<file path="config.mk">
export PLATFORM = sky130hd
export DESIGN_NAME = uart_autoflow
export DESIGN_NICKNAME = d
export VERILOG_FILES = /design/src/rtl/uart_autoflow.sv
export SDC_FILE = /design/constraint.sdc
export NUM_CORES = 1
export LEC_CHECK = 0
export BUFFER_PORTS_ARGS = -buffer_cell sky130_fd_sc_hd__buf_2
export CORE_AREA = 10 10 47 49
export CTS_CLUSTER_SIZE = 10
export DETAILED_ROUTE_END_ITERATION = 8
export DIE_AREA = 0 0 57 59
export GPL_TIMING_DRIVEN = 0
export PLACE_DENSITY_LB_ADDON = 0.08
export SLEW_MARGIN = 10
export SYNTH_ARGS = -nofsm -noshare
export SYNTH_HDL_FRONTEND = slang
export SYNTH_SLANG_ARGS = --single-unit
</file>
<file path="constraint.sdc">
create_clock -name clk -period 0.9 [get_ports clk]
set_input_delay 0.18 -clock clk [delete_from_list [all_inputs] [get_ports clk]]
set_output_delay 0.18 -clock clk [all_outputs]
set_load 0.05 [all_outputs]
</file>
<file path="src/rtl/uart_autoflow.sv">
module uart_autoflow #(
  parameter int DEPTH = 32,
  parameter int CNT_W = $clog2(DEPTH + 1)
) (
  input  logic             clk,
  input  logic             rst_n,
  input  logic             rts_auto_en,
  input  logic             cts_auto_en,
  input  logic             cts_irq_en,
  input  logic [1:0]       trig_sel,
  input  logic [CNT_W-1:0] rx_count,
  input  logic             rts_sw,
  input  logic             cts_n,
  input  logic             tx_char_done,
  input  logic             irq_clr,
  output logic             rts_n,
  output logic             tx_allow,
  output logic             cts_irq
);

  localparam logic [CNT_W-1:0] HI0 = CNT_W'(DEPTH / 4);
  localparam logic [CNT_W-1:0] HI1 = CNT_W'(DEPTH / 2);
  localparam logic [CNT_W-1:0] HI2 = CNT_W'(3 * DEPTH / 4);
  localparam logic [CNT_W-1:0] HI3 = CNT_W'(DEPTH - DEPTH / 8);
  localparam logic [CNT_W-1:0] LO0 = '0;
  localparam logic [CNT_W-1:0] LO1 = HI0 - 1'b1;
  localparam logic [CNT_W-1:0] LO2 = HI1 - 1'b1;
  localparam logic [CNT_W-1:0] LO3 = HI2 - 1'b1;

  logic [CNT_W-1:0] hi_th, lo_th;
  logic             cts_s1, cts_s2, cts_s3;
  logic             rts_nxt, cts_rise;

  always_comb begin
    case (trig_sel)
      2'd0:    begin hi_th = HI0; lo_th = LO0; end
      2'd1:    begin hi_th = HI1; lo_th = LO1; end
      2'd2:    begin hi_th = HI2; lo_th = LO2; end
      default: begin hi_th = HI3; lo_th = LO3; end
    endcase
  end

  always_comb begin
    if (!rts_auto_en)            rts_nxt = rts_sw;
    else if (rx_count >= hi_th)  rts_nxt = 1'b1;
    else if (rx_count <= lo_th)  rts_nxt = 1'b0;
    else                         rts_nxt = rts_n;
  end

  assign cts_rise = cts_s2 & ~cts_s3;

  always_ff @(posedge clk or negedge rst_n) begin
    if (!rst_n) begin
      cts_s1   <= 1'b0;
      cts_s2   <= 1'b0;
      cts_s3   <= 1'b0;
      rts_n    <= 1'b0;
      tx_allow <= 1'b1;
      cts_irq  <= 1'b0;
    end else begin
      cts_s1 <= cts_n;
      cts_s2 <= cts_s1;
      cts_s3 <= cts_s2;
      rts_n  <= rts_nxt;
      if (!cts_auto_en || !cts_s2) tx_allow <= 1'b1;
      else if (tx_char_done)       tx_allow <= 1'b0;
      if (cts_rise && cts_irq_en)  cts_irq  <= 1'b1;
      else if (irq_clr)            cts_irq  <= 1'b0;
    end
  end

endmodule

</file>
== Word-level counts from Yosys, hierarchy flattened ==
Cells that the tools add are included.
W data, S select, Z words.

* Order comparisons: 2
* Eq/ne operators: 3
* Multiplexer cells: 9
* Bitwise logic cells: 2
* Reductions and logical operators: 7

{| class="wikitable"
|+ Operator list
! kind !! number
|-
| $pmux W5 S3 || 2
|-
| $mux W1 || 7
|-
| $ge A6 B6 Y1 || 1
|-
| $le A6 B6 Y1 || 1
|-
| $reduce_bool A2 Y1 || 2
|-
| $ne A3 B1 Y1 const B || 1
|-
| $eq A2 B1 Y1 const B || 1
|-
| $eq A2 B2 Y1 const B || 1
|-
| $logic_not A1 Y1 || 2
|-
| $logic_not A2 Y1 || 1
|-
| $and A1 B1 Y1 || 1
|-
| $logic_and A1 B1 Y1 || 1
|-
| $logic_or A1 B1 Y1 || 1
|-
| $not A1 Y1 || 1
|}

* Bits in registers: 6
* Output and inout port bits: 3

== Longest topological paths before layout ==
* Depth after elaboration: 6
* Gate-level depth with buffers: 7
* Depth with buffers taken out: 7

== Least setup slack after synthesis ==
No wires, ideal clock.

* Path kind: input to register
* Start: in trig_sel[0]
* End: reg rts_n
* Setup time: 82 ps
* Arrival: 1185 ps
* Data required time: 818 ps
* Slack: -367 ps
* Stages: 7
* Cells stage by stage: nand2_1 inv_1 ha_1 or3b_1 a21boi_0 o21ai_0 a31oi_1

* Longest elaborated chain between the ends: 5
* Elaborated cells between the ends (all ways): 10
* Classes of those cells: 2 x order compare; 3 x eq/ne; 4 x mux; 1 x reduce/logical

{| class="wikitable"
|+ Ends and longest elaborated chain
! what !! line !! source
|-
| start, declared || 10 || <nowiki>input logic [1:0] trig_sel,</nowiki>
|-
| $eq A2 B2 Y1, or another cell as far along || 35 || <nowiki>case (trig_sel)</nowiki>
|-
| $pmux W5 S3 || 35 ||
|-
| $ge A6 B6 Y1 || 45 || <nowiki>else if (rx_count >= hi_th) rts_nxt = 1'b1;</nowiki>
|-
| $mux W1 || 45 ||
|-
| $mux W1 || 44 || <nowiki>if (!rts_auto_en) rts_nxt = rts_sw;</nowiki>
|-
| end signal, assigned || 64 || <nowiki>rts_n <= rts_nxt;</nowiki>
|-
| end, declared || 16 || <nowiki>output logic rts_n,</nowiki>
|}

Several ways; a longest one is shown, not always the timed one.
A chain may end at the register's enable or synchronous reset.

== Final worst setup path ==
* Start: in trig_sel[1]
* End: reg rts_n

Same word-level chain as after synthesis.

==> results.json <==
{
  "status": "finished, violations left",
  "violations": "negative setup slack",
  "placedCellCount": 73,
  "drv_cap": 0,
  "slew_violations": 0,
  "clock_latency_ps": 240,
  "place_congestion": 0.630,
  "first_pass_iters": 2,
  "ant_nets": 0,
  "ir_worst_vdd_uv": 1130,
  "crit_path_max_incr_delay_ps": 360,
  "wirelength_um": 959,
  "min_path_type": "in2reg",
  "antenna_found_initial": 0,
  "p_comb_frac": 0.309,
  "ys_types": 23,
  "drc_errors": 0,
  "setup_viol": 4,
  "worst_setup_path_start_kind": "input pin",
  "cts.clk_slew.worst_paths_ps": 50,
  "synth-seq-cells": 6,
  "wl_per_cell_um": 11.6,
  "drive_gt1_frac": 0.537,
  "internal_power_mw": 0.587,
  "finClkSkew_ps": 5.57,
  "ys_top_cells_by_area": "dfrtp_1, ha_1, dfstp_2",
  "clkPwrFrac": 0.317,
  "grt_usage": 0.0607,
  "yosysTopAreaCell": "dfrtp_1",
  "slew-limit-headroom": 0.823,
  "crit_type": "in2reg",
  "path_buf_inv": 2,
  "synth_top_area_frac": 0.325,
  "p_leak_nw": 0.330,
  "avgSynthCellArea_um2": 10.1,
  "drt_iter0_drc": 3,
  "path_max_fanout": 7,
  "tightest_slew_ps": 263,
  "grt_pass1_vias": 388,
  "powerDensity_nw_per_um2": 1210,
  "switchingPower_mw": 0.212,
  "num_rows": 14,
  "grt_pass1_wl_um": 1680,
  "max_freq_mhz": 860,
  "synth_warnings": 0,
  "die_w_um": 57,
  "seqPwrFrac": 0.374,
  "synthMuxAreaShare": 0,
  "cp.arrival_ps": 1320,
  "syn_inst": 38,
  "cts_tree": "built",
  "root_buffer": "clkbuf_4",
  "fin_ws_ps": -263,
  "nets": 91,
  "p_total_mw": 0.799,
  "synth_top_family_by_area": "compound AO/OA/AOI/OAI gates",
  "gr-total-overflow": 0,
  "finalHoldViolCount": 0,
  "fin_cells": 83,
  "fill_cells": 144,
  "dieArea_um2": 3360,
  "yosys.area_share.simple": 0.172,
  "cp_slowest_cell": "or3b_4",
  "finalCritPeriodShare": 1.29,
  "end_kind": "flop",
  "regArea_um2": 151,
  "finalCriticalPeriod_ps": 1160,
  "vias_per_cell": 4.71,
  "fp.dieH_um": 59,
  "synthAdderAreaFrac": 0.195,
  "syn_nets": 61,
  "dp_hpwl_um": 783,
  "synth_area_um2": 385,
  "grt_max_degree": 9,
  "clockBufferDepth": 2,
  "io_pins": 20,
  "core_area_um2": 1400,
  "synth_compound_area_frac": 0.201,
  "initial_core_util": 0.275,
  "multi_input_area_um2": 258,
  "cp.required_ps": 1050,
  "final.setup.tns_ps": -548,
  "timing.hold.ws_ps": 48.7,
  "clock_sinks": 6,
  "via_count": 391,
  "cts_inserted_buffers": 3,
  "htreeDepth": 1,
  "path_delay_family": "simple AND/OR/NAND/NOR gates",
  "yosysSeqAreaShare": 0.393,
  "antennaDiodeCount": 0,
  "syn_to_final_growth_pct": 71.4,
  "p_sw_frac": 0.265,
  "rsz0062_at_grt": "yes",
  "place.port_buffers": 19,
  "synth_xor_area_frac": 0,
  "cp_cell_sequence": "buf_12, nand2_4, inv_2, ha_4, or3b_4, a21boi_2, o21ai_1, a31oi_1"
}
==> cells by family after synthesis <==
| group | Yosys count |
|---|---|
| fa+ha+maj | 6 |
| flops | 6 |
| simple gates | 11 |
| compound gates | 11 |
| buf+inv | 4 |
==> per-layer routing <==
layer | part of all wire | routed length [um] | up-vias | GRT usage
met1 | 0.45 | 428 | 171 | 0.0684
met5 | 0 | 0 | - | 0
li1 | - | - | 204 | -
met3 | 0.13 | 121 | 2 | 0.0451
met4 | 0.022 | 21 | 0 | 0.0302
met2 | 0.40 | 386 | 14 | 0.0822
==> registers in the layout (all words and copies together), names as in the netlist <==
signal and count:
cts_irq 1, cts_s1 1, cts_s2 1, cts_s3 1, rts_n 1, tx_allow 1
==> synth_stat cells, drive strengths merged <==
cell type,number
a2bb2oi,1
o211a,1
ha,6
a21boi,1
dfstp,1
and2b,1
a31oi,1
nor3b,1
o311ai,1
nand3,1
o21ai,3
dfrtp,5
nand2,1
o2111ai,1
or2b,1
or3b,1
nand3b,1
inv,4
nor2,3
o211ai,1
a21oi,1
nor4,1
==> worst register-to-register path: cells and delay by family, from the launching register on <==
family                 cells  cell delay (ps)
AOI/OAI and AO/OA          1              140
DFF                        1              540
buffers and inverters      1               40
==> stage by stage <==
| step | cell area [um2] | worst slack (ps) | util |
|---|---|---|---|
| after floorplan | 385 | -339 | - |
| after global placement | 500 | -639 | 0.357 |
| after CTS | 633 | -329 | 0.452 |
| after global routing | 661 | -314 | 0.471 |
| after detailed placement | 500 | -613 | 0.357 |
| final | 661 | -263 | 0.471 |
==> final timing paths <==
path                            slack (ps)        start  cells after the start        to
worst min-delay path                    50        cts_n                      1    cts_s1
worst max register to register         100     tx_allow                      2  tx_allow
min in group asynchronous              300        rst_n                      2    cts_s1
max in group asynchronous              370        rst_n                      2  tx_allow
worst min register to register         350       cts_s1                      0    cts_s2
worst max-delay path                  -260  trig_sel[1]                      8     rts_n
==> placed cells by master (no fill, tap or decap), types with 2 or more instances in the layout <==
cell type and instances:
inv_1 2, dfrtp_1 5, buf_2 14, o21ai_1 2, clkbuf_4 3, nor2_1 3
buf_6 2, buf_8 2, ha_1 4, ha_4 2, inv_2 2, buf_4 5
==> power by group through the flow <==
stage                     Clock, mW  Sequential, mW  Combinational [mW]
final                         0.254           0.299               0.247
after CTS                     0.270           0.299               0.230
after global routing          0.299           0.300               0.271
after floorplan                   0           0.335              0.0645
after detailed placement          0           0.301               0.174
after global placement            0           0.300               0.177
==> what timing repair did <==
| item | CTS | global route |
|---|---|---|
| pin swaps | 5 | 4 |
| resized for setup | 17 | 7 |
| endpoints found under the hold margin | 6 | 0 |
| hold buffers | 1 | 0 |
| setup endpoints to repair | 4 | 4 |
| buffers inserted | 5 | 0 |
==> area by class of cell <==
type,instances,area share
Multi-Input combinational cell,28,0.390
Tap cell,16,0.0303
Inverter,4,0.0227
Clock buffer,4,0.0398
Timing Repair Buffer,25,0.288
Sequential cell,6,0.229
Power figures use the tool's default switching activity.
